[src/rtl/sct_pkg.sv]
package sct_pkg;
  localparam int DATA_W  = 32;
  localparam int ADDR_W  = 5;
  localparam int MAX_CAP = 2;

  localparam logic [ADDR_W-1:0] A_CTRL   = 5'h00;
  localparam logic [ADDR_W-1:0] A_STATE  = 5'h01;
  localparam logic [ADDR_W-1:0] A_FLAGS  = 5'h02;
  localparam logic [ADDR_W-1:0] A_COUNT  = 5'h03;
  localparam logic [ADDR_W-1:0] A_MATCH  = 5'h04;
  localparam logic [ADDR_W-1:0] A_EVCFG  = 5'h08;
  localparam logic [ADDR_W-1:0] A_OUTCFG = 5'h10;
  localparam logic [ADDR_W-1:0] A_CAP    = 5'h14;

  typedef enum logic [1:0] {CMB_MATCH, CMB_EDGE, CMB_OR, CMB_AND} combine_e;
  typedef enum logic [1:0] {EDG_RISE, EDG_FALL, EDG_BOTH, EDG_HIGH} edge_e;
  typedef enum logic [1:0] {CF_HOLD, CF_SET, CF_CLEAR, CF_TOGGLE} conflict_e;

  // event configuration word, bit 14 down to bit 0
  typedef struct packed {
    logic       halfSel;
    logic [1:0] capSel;
    logic       capEn;
    logic       goState;
    logic       goEn;
    logic       limit;
    edge_e      edgeSel;
    logic [1:0] inSel;
    combine_e   combine;
    logic [1:0] stateMask;
  } ev_cfg_t;

  // strobes from control to datapath
  typedef struct packed {
    logic               countEn;
    logic               split;
    logic               limitLo;
    logic               limitHi;
    logic [MAX_CAP-1:0] capLoad;
  } strobe_t;
endpackage

[src/rtl/sct_datapath.sv]
module sct_datapath
  import sct_pkg::*;
#(
  parameter int NUM_EV  = 4,
  parameter int NUM_CAP = 2,
  parameter int CNT_W   = 32
) (
  input  logic             clk,
  input  logic             rstN,
  input  strobe_t          strobe,
  input  logic [CNT_W-1:0] matchVal [NUM_EV],
  input  logic [NUM_EV-1:0] halfSel,
  output logic [NUM_EV-1:0] matchHit,
  output logic [CNT_W-1:0] cntVal,
  output logic [CNT_W-1:0] capVal [NUM_CAP]
);
  localparam int HALF_W = CNT_W / 2;

  logic [HALF_W-1:0] cntLo, cntHi;

  always_ff @(posedge clk or negedge rstN) begin
    if (!rstN) begin
      cntLo <= '0;
      cntHi <= '0;
    end else if (!strobe.split) begin
      if (strobe.limitLo || strobe.limitHi) {cntHi, cntLo} <= '0;
      else if (strobe.countEn) {cntHi, cntLo} <= {cntHi, cntLo} + CNT_W'(1);
    end else begin
      if (strobe.limitLo) cntLo <= '0;
      else if (strobe.countEn) cntLo <= cntLo + HALF_W'(1);
      if (strobe.limitHi) cntHi <= '0;
      else if (strobe.countEn) cntHi <= cntHi + HALF_W'(1);
    end
  end

  assign cntVal = {cntHi, cntLo};

  for (genvar i = 0; i < NUM_EV; i++) begin : g_cmp
    assign matchHit[i] = strobe.split
      ? ((halfSel[i] ? cntHi : cntLo) == matchVal[i][HALF_W-1:0])
      : (cntVal == matchVal[i]);
  end

  for (genvar c = 0; c < NUM_CAP; c++) begin : g_cap
    always_ff @(posedge clk or negedge rstN) begin
      if (!rstN) capVal[c] <= '0;
      else if (strobe.capLoad[c]) capVal[c] <= cntVal;
    end
  end
endmodule

[src/rtl/sct_control.sv]
module sct_control
  import sct_pkg::*;
#(
  parameter int NUM_EV  = 4,
  parameter int NUM_OUT = 2,
  parameter int NUM_CAP = 2,
  parameter int NUM_IN  = 2,
  parameter int CNT_W   = 32
) (
  input  logic              clk,
  input  logic              rstN,
  input  logic              regWe,
  input  logic [ADDR_W-1:0] regAddr,
  input  logic [DATA_W-1:0] regWdata,
  output logic [DATA_W-1:0] regRdata,
  input  logic [NUM_IN-1:0] inPins,
  input  logic [NUM_EV-1:0] matchHit,
  input  logic [CNT_W-1:0]  cntVal,
  input  logic [CNT_W-1:0]  capVal [NUM_CAP],
  output logic [CNT_W-1:0]  matchVal [NUM_EV],
  output logic [NUM_EV-1:0] halfSel,
  output strobe_t           strobe,
  output logic [NUM_EV-1:0] evFire,
  output logic [NUM_OUT-1:0] outPins
);
  localparam int IN_SEL_W = (NUM_IN > 1) ? $clog2(NUM_IN) : 1;

  logic run, split, state;
  logic [NUM_EV-1:0] flags, flagClr;
  ev_cfg_t evCfg [NUM_EV];
  logic [NUM_EV-1:0] setMask [NUM_OUT];
  logic [NUM_EV-1:0] clrMask [NUM_OUT];
  conflict_e confl [NUM_OUT];
  logic [NUM_IN-1:0] inPrev;
  logic [NUM_OUT-1:0] setHit, clrHit, outNext;
  logic goAny, goTarget;

  // configuration registers
  always_ff @(posedge clk or negedge rstN) begin
    if (!rstN) begin
      run   <= 1'b0;
      split <= 1'b0;
      for (int i = 0; i < NUM_EV; i++) begin
        matchVal[i] <= '0;
        evCfg[i]    <= '0;
      end
      for (int o = 0; o < NUM_OUT; o++) begin
        setMask[o] <= '0;
        clrMask[o] <= '0;
        confl[o]   <= CF_HOLD;
      end
    end else if (regWe) begin
      if (regAddr == A_CTRL) begin
        run   <= regWdata[0];
        split <= regWdata[1];
      end
      for (int i = 0; i < NUM_EV; i++) begin
        if (regAddr == A_MATCH + ADDR_W'(i)) matchVal[i] <= regWdata[CNT_W-1:0];
        if (regAddr == A_EVCFG + ADDR_W'(i)) evCfg[i] <= ev_cfg_t'(regWdata[14:0]);
      end
      for (int o = 0; o < NUM_OUT; o++) begin
        if (regAddr == A_OUTCFG + ADDR_W'(o)) begin
          setMask[o] <= regWdata[NUM_EV-1:0];
          clrMask[o] <= regWdata[8 +: NUM_EV];
          confl[o]   <= conflict_e'(regWdata[17:16]);
        end
      end
    end
  end

  // event evaluation
  always_comb begin
    logic curIn, prevIn, edgeOk, hit;
    for (int i = 0; i < NUM_EV; i++) begin
      curIn  = inPins[evCfg[i].inSel[IN_SEL_W-1:0]];
      prevIn = inPrev[evCfg[i].inSel[IN_SEL_W-1:0]];
      unique case (evCfg[i].edgeSel)
        EDG_RISE: edgeOk = curIn & ~prevIn;
        EDG_FALL: edgeOk = ~curIn & prevIn;
        EDG_BOTH: edgeOk = curIn ^ prevIn;
        default:  edgeOk = curIn;
      endcase
      unique case (evCfg[i].combine)
        CMB_MATCH: hit = matchHit[i];
        CMB_EDGE:  hit = edgeOk;
        CMB_OR:    hit = matchHit[i] | edgeOk;
        default:   hit = matchHit[i] & edgeOk;
      endcase
      evFire[i]  = run & evCfg[i].stateMask[state] & hit;
      halfSel[i] = evCfg[i].halfSel;
    end
  end

  // strobes to datapath and state selection
  always_comb begin
    strobe         = '0;
    strobe.countEn = run;
    strobe.split   = split;
    goAny          = 1'b0;
    goTarget       = state;
    for (int i = NUM_EV - 1; i >= 0; i--) begin
      if (evFire[i] && evCfg[i].limit) begin
        if (!split || !evCfg[i].halfSel) strobe.limitLo = 1'b1;
        if (!split || evCfg[i].halfSel)  strobe.limitHi = 1'b1;
      end
      for (int c = 0; c < NUM_CAP; c++) begin
        if (evFire[i] && evCfg[i].capEn && evCfg[i].capSel == 2'(c)) strobe.capLoad[c] = 1'b1;
      end
      if (evFire[i] && evCfg[i].goEn) begin
        goAny    = 1'b1;
        goTarget = evCfg[i].goState;
      end
    end
  end

  // output resolution
  always_comb begin
    for (int o = 0; o < NUM_OUT; o++) begin
      setHit[o] = |(setMask[o] & evFire);
      clrHit[o] = |(clrMask[o] & evFire);
      outNext[o] = outPins[o];
      if (setHit[o] && clrHit[o]) begin
        unique case (confl[o])
          CF_HOLD:  outNext[o] = outPins[o];
          CF_SET:   outNext[o] = 1'b1;
          CF_CLEAR: outNext[o] = 1'b0;
          default:  outNext[o] = ~outPins[o];
        endcase
      end else if (setHit[o]) begin
        outNext[o] = 1'b1;
      end else if (clrHit[o]) begin
        outNext[o] = 1'b0;
      end
    end
  end

  assign flagClr = (regWe && regAddr == A_FLAGS) ? regWdata[NUM_EV-1:0] : '0;

  always_ff @(posedge clk or negedge rstN) begin
    if (!rstN) begin
      state   <= 1'b0;
      flags   <= '0;
      inPrev  <= '0;
      outPins <= '0;
    end else begin
      if (goAny) state <= goTarget;
      else if (regWe && regAddr == A_STATE) state <= regWdata[0];
      flags   <= (flags & ~flagClr) | evFire;
      inPrev  <= inPins;
      outPins <= outNext;
    end
  end

  // read-back
  always_comb begin
    regRdata = '0;
    if (regAddr == A_CTRL)  regRdata[1:0] = {split, run};
    if (regAddr == A_STATE) regRdata[0] = state;
    if (regAddr == A_FLAGS) regRdata[NUM_EV-1:0] = flags;
    if (regAddr == A_COUNT) regRdata[CNT_W-1:0] = cntVal;
    for (int i = 0; i < NUM_EV; i++) begin
      if (regAddr == A_MATCH + ADDR_W'(i)) regRdata[CNT_W-1:0] = matchVal[i];
      if (regAddr == A_EVCFG + ADDR_W'(i)) regRdata[14:0] = evCfg[i];
    end
    for (int o = 0; o < NUM_OUT; o++) begin
      if (regAddr == A_OUTCFG + ADDR_W'(o)) begin
        regRdata[NUM_EV-1:0]  = setMask[o];
        regRdata[8 +: NUM_EV] = clrMask[o];
        regRdata[17:16]       = confl[o];
      end
    end
    for (int c = 0; c < NUM_CAP; c++) begin
      if (regAddr == A_CAP + ADDR_W'(c)) regRdata[CNT_W-1:0] = capVal[c];
    end
  end
endmodule

[src/rtl/evt_state_timer.sv]
module evt_state_timer
  import sct_pkg::*;
#(
  parameter int NUM_EV  = 4,
  parameter int NUM_OUT = 2,
  parameter int NUM_CAP = 2,
  parameter int NUM_IN  = 2,
  parameter int CNT_W   = 32
) (
  input  logic               clk,
  input  logic               rstN,
  input  logic               regWe,
  input  logic [ADDR_W-1:0]  regAddr,
  input  logic [DATA_W-1:0]  regWdata,
  output logic [DATA_W-1:0]  regRdata,
  input  logic [NUM_IN-1:0]  timerIn,
  output logic [NUM_OUT-1:0] timerOut
);
  strobe_t           strobe;
  logic [NUM_EV-1:0] matchHit, evFire, halfSel;
  logic [CNT_W-1:0]  cntVal;
  logic [CNT_W-1:0]  capVal [NUM_CAP];
  logic [CNT_W-1:0]  matchVal [NUM_EV];

  sct_control #(
    .NUM_EV(NUM_EV), .NUM_OUT(NUM_OUT), .NUM_CAP(NUM_CAP),
    .NUM_IN(NUM_IN), .CNT_W(CNT_W)
  ) u_ctrl (
    .clk(clk), .rstN(rstN), .regWe(regWe), .regAddr(regAddr),
    .regWdata(regWdata), .regRdata(regRdata), .inPins(timerIn),
    .matchHit(matchHit), .cntVal(cntVal), .capVal(capVal),
    .matchVal(matchVal), .halfSel(halfSel), .strobe(strobe),
    .evFire(evFire), .outPins(timerOut)
  );

  sct_datapath #(
    .NUM_EV(NUM_EV), .NUM_CAP(NUM_CAP), .CNT_W(CNT_W)
  ) u_dp (
    .clk(clk), .rstN(rstN), .strobe(strobe), .matchVal(matchVal),
    .halfSel(halfSel), .matchHit(matchHit), .cntVal(cntVal), .capVal(capVal)
  );
endmodule

[config.mk]
export PLATFORM = sky130hd
export DESIGN_NAME = evt_state_timer
export DESIGN_NICKNAME = d
export VERILOG_FILES = /design/src/rtl/sct_pkg.sv /design/src/rtl/sct_datapath.sv /design/src/rtl/sct_control.sv /design/src/rtl/evt_state_timer.sv
export SDC_FILE = /design/constraint.sdc
export NUM_CORES = 1
export LEC_CHECK = 0
export BUFFER_PORTS_ARGS = -buffer_cell sky130_fd_sc_hd__buf_4
export CAP_MARGIN = 20
export CORE_MARGIN = 5
export CORE_UTILIZATION = 30
export CTS_CLUSTER_SIZE = 30
export DETAILED_ROUTE_END_ITERATION = 7
export PLACE_DENSITY = 0.51
export REMOVE_ABC_BUFFERS = 1
export SLEW_MARGIN = 10
export SYNTH_ARGS = -nofsm -noshare
export SYNTH_HDL_FRONTEND = slang
export SYNTH_SLANG_ARGS = --single-unit
[constraint.sdc]
create_clock -name clk -period 3.52 [get_ports clk]
set_input_delay 0.528 -clock clk [delete_from_list [all_inputs] [get_ports clk]]
set_output_delay 0.528 -clock clk [all_outputs]
set_load 0.005 [all_outputs]
After elaboration in Yosys (flattened, before gate mapping) --
Index checks and enable logic that the tools add are counted.
Word-level totals: register bits after elaboration 315, bits in latches 0, RAM bits 0, ROM bits 0, output and inout bits 34, word-level logic and storage cells 352, memories 0
Operators by class: $add $sub $neg 3, $mul 0, div/mod/pow operators 0, order comparisons 5, equality and inequality tests 52, shifts and indexed selects 0, mux-type cells 109, bitwise logic cells 45, reductions and logical operators 77
Operator list (number):
- two-way mux 16 bit | 14
- two-way mux 32 bit | 7
- == test 32 bit | 4
- == test 16 bit | 4
- two-way mux 1 bit | 61
- two-way mux 15 bit | 4
- adder 16 x 1 -> 16 bit (second input constant) | 2
- adder 32 x 1 -> 32 bit (second input constant) | 1
- AND reduction 2 bit | 16
- case mux 1 bit (3 select lines) | 10
- == test 2 x 1 -> 1 bit (second input constant) | 14
- logical NOT 2 bit | 14
- logical AND 1 bit | 24
- two-way mux 4 bit | 6
- bitwise AND 1 bit | 20
- bitwise AND 4 bit | 5
- == test 2 bit (second input constant) | 10
- == test 5 x 3 -> 1 bit (second input constant) | 4
- == test 5 x 4 -> 1 bit (second input constant) | 4
- == test 5 bit (second input constant) | 4
- OR reduction 4 bit | 4
- two-way mux 2 bit | 7
- == test 5 x 2 -> 1 bit (second input constant) | 2
- less-than comparator 1 x 2 -> 1 bit (second input constant) | 5
- 14 further kinds | 45

Logic depth before layout (Yosys ltp) --
depth in word-level cells 19, depth in mapped cells 15

Hierarchy --
From an unflattened synthesis, not the netlist that was laid out.
Second synthesis, totals: cell total of the unflattened synthesis 1695, area, all modules 18411.4 um^2
Modules (own cells, without submodules):
- sct_control | instances 1, cells an instance 1004, area an instance 11511.0 um^2, seq. area each 5480.3 um^2
- sct_datapath | instances 1, cells an instance 691, area an instance 6900.4 um^2, seq. area each 2402.3 um^2

Least setup slack after synthesis --
No wires, ideal clock.
kind input -> register, from input port timerIn[1], to register u_dp.capVal[10] (netlist bit), library setup time 125 ps, data arrival time 3345 ps, data required time 3395 ps, setup slack 50 ps, stages 15, path through mux2i_1 > inv_1 > ha_1 > inv_1 > mux4_2 > nand2b_1 > a2111oi_1 > or3_4 > or2_1 > buf_6 > and3_1 > or4_4 > buf_6 > buf_12 > mux2_4
Between the ends: longest elaborated chain between the ends 14
RTL lines:
- start: declaration | RTL line evt_state_timer.sv:16 | input logic [NUM_IN-1:0] timerIn,
- two-way mux 1 bit (not written as such) (2 in series) | RTL line sct_control.sv:75 | curIn = inPins[evCfg[i].inSel[IN_SEL_W-1:0]];
- NOT 1 bit | RTL line sct_control.sv:79 | EDG_FALL: edgeOk = ~curIn & prevIn;
- bitwise AND 1 bit | RTL line sct_control.sv:79
- case mux 1 bit (3 select lines) | RTL line sct_control.sv:77 | unique case (evCfg[i].edgeSel)
- bitwise AND 1 bit / OR 1 bit (equally long branches) | RTL line sct_control.sv:87, sct_control.sv:86
- case mux 1 bit (3 select lines) | RTL line sct_control.sv:83 | unique case (evCfg[i].combine)
- bitwise AND 1 bit | RTL line sct_control.sv:89 | evFire[i] = run & evCfg[i].stateMask[state] & hit;
- logical AND 1 bit (2 in series) | RTL line sct_control.sv:107 | if (evFire[i] && evCfg[i].capEn && evCfg[i].capSel == 2'(c)) strobe.capLoad[c] = 1'b1;
- two-way mux 1 bit (3 in series) | RTL line sct_control.sv:107
- two-way mux 1 bit (*) | RTL line sct_control.sv:107
- end signal: indexed assignment | RTL line sct_datapath.sv:47 | else if (strobe.capLoad[c]) capVal[c] <= cntVal;
- end: declaration | RTL line sct_datapath.sv:15 | output logic [CNT_W-1:0] capVal [NUM_CAP]
Every way passes the cells marked *; elsewhere a longest branch is shown, timed or not. The select of a mux whose other input is x is not followed. A chain may end at the register's enable or synchronous reset.

Final worst setup path --
from register u_dp.cntLo[10], to register u_dp.capVal[54] (netlist bit)
Between the ends: longest elaborated chain between the ends 12
RTL lines:
- start: declaration | RTL line sct_datapath.sv:19 | logic [HALF_W-1:0] cntLo, cntHi;
- start signal: assignment | RTL line sct_datapath.sv:27 | else if (strobe.countEn) {cntHi, cntLo} <= {cntHi, cntLo} + CNT_W'(1);
- start signal: assignment | RTL line sct_datapath.sv:30 | else if (strobe.countEn) cntLo <= cntLo + HALF_W'(1);
- two-way mux 16 bit | RTL line sct_datapath.sv:40 | ? ((halfSel[i] ? cntHi : cntLo) == matchVal[i][HALF_W-1:0])
- == test 16 bit | RTL line sct_datapath.sv:40
- two-way mux 1 bit | RTL line sct_datapath.sv:40
- bitwise AND 1 bit / OR 1 bit (equally long branches) | RTL line sct_control.sv:87, sct_control.sv:86
- case mux 1 bit (3 select lines) | RTL line sct_control.sv:83
- bitwise AND 1 bit | RTL line sct_control.sv:89
- logical AND 1 bit (2 in series) | RTL line sct_control.sv:107
- two-way mux 1 bit (3 in series) | RTL line sct_control.sv:107
- two-way mux 1 bit (*) | RTL line sct_control.sv:107
Every way passes the cells marked *; elsewhere a longest branch is shown, timed or not.

==> out/results.txt <==
The flow ran to the end, but the final reports show violations. The checks that failed: design-rule violations, negative hold slack, negative setup slack. TritonCTS built the clock tree. The tools report the final-report hold violation count as 2.

No sink is reached through more buffers than the 3 on the longest clock path. For this design, the sink count on the clock tree is 315. The die is 258 µm tall. The sequential share of power is 38.1%, and the internal cell power is 0.00925 W. The maximum fanout count along the critical path was 19. 0 antenna diodes ended up in the layout. The master cell of the clock root buffer is sky130_fd_sc_hd__clkbuf_16. The synthesized area divided by synthesized cell count came out at 11.0 µm².

In this run the tool buffered the top-level ports with 75 buffer cells. The critical path in this run is classified as reg -> reg. The floorplan has 91 rows. In this run the tightest slew margin relative to its limit is 32.6%.

Routability-driven placement finished with a final weighted congestion of 0.997. For the starting density of the core, the log shows 30.1%. The total power per unit cell area is 653 mW/mm², and the die width is 258 µm. For the cell area after synthesis, the log shows 0.0185 mm². The worst setup skew after layout was 0.0294 ns; the worst hold margin was -0.00310 ns. The logs give 0 for the overall overflow remaining after global route and 0 for the count of warnings emitted by yosys.

The critical register-to-register path startpoint is u_dp.cntLo[10]$_DFFE_PN0P_. Following the worst setup path forward leads to its endpoint at u_dp.capVal[54]$_DFFE_PN0P_. Among all flip-flop cells after synthesis, the most frequent one is sky130_fd_sc_hd__dfrtp_1. Yosys mapped the design onto 65 distinct sky130hd cell types.

Initial antenna violation count: 0. The part of the power in combinational logic is 32.6%, and the overall routed net length is 74,400 µm. The final period demand of the worst path was 3.60 ns; the share of async-settable or async-resettable flops after synthesis was 100%. The final period utilization was 102%; the detailed-router iteration count before antenna repair was 8. In the routed design, unresolved DRC markers number 5.

For this block, the initial DRC count from the detailed router was 1,407. The logic depth of the worst register-to-register path came out at 11. For the filler cell count, the log shows 5,977. The average wire per standard cell was 28.0 µm. Entering global routing, the biggest net connects 87 pins.

The synthesized flop and latch total works out to 315. Timing analysis after detailed placement gives a worst setup slack of -0.209 ns. The logs give 55,600 µm for the final HPWL from detailed placement and 9.98 nW for the leakage component of the power. For this block, the via count after detailed routing is 14,725. Derived from the worst setup path, the maximum achievable clock frequency is 278 MHz. In this run the critical register-to-register path is captured at u_dp.capVal[54]$_DFFE_PN0P_.

The smallest setup slack after layout is -0.0771 ns. 76 I/O pins were placed. After technology mapping, the gate count stands at 1,678.

The count of nets after finishing is 1,894, and the fraction of power spent switching nets is 37.1%. In this run, CTS created clock tree buffers numbering 39. The logs give 0.0667 mm² for the die area and 2 for the number of H-tree levels. Residual antenna-violating net count after detailed routing: 0. The run gives 0 as the reported max-cap violation count.

Using the TritonRoute via totals, the vias-per-cell ratio works out to 5.54. Class of the tightest hold or removal check: in -> async. The top cell type by area accounts for 42.6% of the synthesized area.

The core region is 0.0614 mm². The largest total area in the synthesized netlist belongs to sky130_fd_sc_hd__dfrtp_1. The run gives 0.000389 V as the highest ir drop seen on vdd. The slack of the worst reg-to-reg path is -0.08 ns.

The area growth from synthesis to layout is 21.7%. The category of the worst setup path launch point is a flip-flop. The tools report the via count of the first global-routing pass as 14,889. The tools report the type of element capturing the critical path as a flip-flop. The tools report the global-route total usage across every layer as 21.7%. Leaving out fill and tap cells, the most frequent cell in the layout is sky130_fd_sc_hd__dfrtp_1. Final count of pins violating max slew: 0. After synthesis, the cell types taking the most area are sky130_fd_sc_hd__dfrtp_1 (43%), sky130_fd_sc_hd__mux2_2 (15%), sky130_fd_sc_hd__xor2_1 (7.6%). For this run, the register share of the synthesized area comes to 42.6%.

Setup repair after global routing could not meet its margin everywhere. The fraction of power consumed by the clock network is 29.3%, and the arrival time of the worst setup path is 4.03 ns. After clock tree synthesis, the clock-pin slew on the worst setup and hold paths is 0.07 ns. The critical path starts at u_dp.cntLo[10]$_DFFE_PN0P_.

Counting flops with a built-in enable in the synthesized netlist gives 0. The library cells used most frequently in the layout, excluding fill and tap cells, are sky130_fd_sc_hd__dfrtp_1 (312), sky130_fd_sc_hd__mux2_2 (247), sky130_fd_sc_hd__buf_4 (243). The share of cells above drive strength 1 was 33.9%; the placed standard-cell area was 0.0210 mm².

Data on the critical path is required at its endpoint by 3.96 ns. The net load switching power is 0.00546 W, and the count of hold buffers inserted by post-cts repair is 0. The actual transition at the worst max-transition pin is 1.01 ns, and the post-route standard cell area excluding fillers is 0.0225 mm².

The first global-routing pass estimated 109,000 µm of wire. The final-report setup violation count was 60; the clock insertion delay at the later pin of the skew report was 0.58 ns.
area by class of cell:
| cell class | instances | area [µm²] | area share (%) |
|---|---|---|---|
| multi-input cells | 1187 | 9900 | 44.0 |
| flip-flops and latches | 315 | 7890 | 35.0 |
| repair buffers | 265 | 2260 | 10.1 |
| clock buffers | 56 | 1160 | 5.16 |
| well taps | 790 | 988 | 4.39 |
| clock inverters | 15 | 200 | 0.889 |
| inverters | 30 | 113 | 0.500 |
synth_stat cells, types with 5 or more instances:
master and n:
sky130_fd_sc_hd__a221oi_1 27, sky130_fd_sc_hd__nor2b_1 7, sky130_fd_sc_hd__buf_1 19, sky130_fd_sc_hd__and3_1 15
sky130_fd_sc_hd__a21oi_1 30, sky130_fd_sc_hd__nand2_1 64, sky130_fd_sc_hd__mux2_2 248, sky130_fd_sc_hd__mux2_4 29
sky130_fd_sc_hd__a22oi_1 32, sky130_fd_sc_hd__a31oi_1 27, sky130_fd_sc_hd__dfrtp_1 315, sky130_fd_sc_hd__mux2i_1 101
sky130_fd_sc_hd__nand4_1 18, sky130_fd_sc_hd__ha_1 14, sky130_fd_sc_hd__a211oi_1 11, sky130_fd_sc_hd__o221ai_1 6
sky130_fd_sc_hd__o31ai_1 6, sky130_fd_sc_hd__nor2_1 78, sky130_fd_sc_hd__nor4_1 41, sky130_fd_sc_hd__xor2_1 161
sky130_fd_sc_hd__xnor2_1 45, sky130_fd_sc_hd__nand2b_1 6, sky130_fd_sc_hd__nor3_1 13, sky130_fd_sc_hd__inv_1 29
sky130_fd_sc_hd__buf_2 55, sky130_fd_sc_hd__a22o_1 15, sky130_fd_sc_hd__and2_1 6, sky130_fd_sc_hd__a21o_1 11
sky130_fd_sc_hd__a222oi_1 17, sky130_fd_sc_hd__o21ai_0 40, sky130_fd_sc_hd__or3_1 9, sky130_fd_sc_hd__nand3_1 47
sky130_fd_sc_hd__clkbuf_1 65, sky130_fd_sc_hd__o31a_1 5
state kept, by name, summed over array words and instances, names as in the netlist, 8 cells and up:
| signal | flops |
|---|---|
| u_dp.capVal | 64 |
| u_dp.cntLo | 16 |
| u_ctrl.matchVal | 128 |
| u_ctrl.clrMask | 8 |
| u_dp.cntHi | 16 |
| u_ctrl.setMask | 8 |
| u_ctrl.evCfg | 56 |
how the worst min path moves through the flow:
stage                                    end  slack, ns  depth (start not counted)
6_report         u_dp.capVal[57]$_DFFE_PN0P_     -0.003                          1
5_1_grt          u_dp.capVal[57]$_DFFE_PN0P_       0.06                          1
4_1_cts          u_dp.capVal[57]$_DFFE_PN0P_       0.02                          1
3_5_place_dp       u_ctrl.flags[0]$_DFF_PN0_       0.48                          1
3_3_place_gp       u_ctrl.flags[0]$_DFF_PN0_       0.47                          1
2_1_floorplan  u_ctrl.clrMask[0]$_DFFE_PN0P_       0.23                          0
what timing repair did:
item	CTS	global route
setup buffers	1	3
endpoints found under the hold margin	0	0
gates cloned	0	1
endpoints found under the setup margin	49	101
resized for setup	10	9
pin swaps	0	1
metrics by stage:
stage	std cells	TNS, ns	util, %	total power, W
after global routing	2658	-3.46	36.7	0.0153
after detailed placement	2582	-8.76	34.3	0.0103
after floorplan	1532	-10.82	-	0.00775
final	2658	-2.06	36.7	0.0147
after CTS	2654	0	36.6	0.0147
after global placement	2582	-9.41	34.3	0.0103
critical path: stages (launching register included):
cell and delay [ns]:
sky130_fd_sc_hd__dfrtp_1 0.61, sky130_fd_sc_hd__xor2_1 0.51, sky130_fd_sc_hd__nor4_2 0.15, sky130_fd_sc_hd__buf_4 0.18, sky130_fd_sc_hd__nand4_1 0.13, sky130_fd_sc_hd__o31a_1 0.16
sky130_fd_sc_hd__o31ai_1 0.10, sky130_fd_sc_hd__and2_1 0.19, sky130_fd_sc_hd__nor4bb_1 0.13, sky130_fd_sc_hd__or4_2 0.76, sky130_fd_sc_hd__buf_12 0.21, sky130_fd_sc_hd__mux2_2 0.29
cells by family (layout without fill, tap and decap cells):
kind of cell               after synthesis  in the layout  share of synthesized area, %
AOI/OAI and AO/OA                      259            259                          10.2
xor gates and xnor gates               206            206                          9.75
adders and majority gates               14             14                         0.947
buffers and inverters                  176            366                          4.33
DFF                                    315            315                          42.6
muxes                                  379            379                          23.0
and+or+nand+nor                        329            329                          9.15
power groups by stage:
stage	Clock [W]	Sequential, W	Combinational (W)
final	0.00430	0.00561	0.00480
after global routing	0.00450	0.00568	0.00510
after CTS	0.00438	0.00558	0.00474
after detailed placement	0	0.00562	0.00469
after global placement	0	0.00561	0.00466
after floorplan	0	0.00537	0.00238
metal layers:
metal	part of all wire, %	vias to the layer above	global-route usage (%)
met1	44	7568	30.1
met3	5.5	132	2.83
met5	0	-	0
met4	4.4	0	8.34
met2	46	580	34.9
li1	-	6445	-
Note: power is estimated with default switching activity, not from simulation.
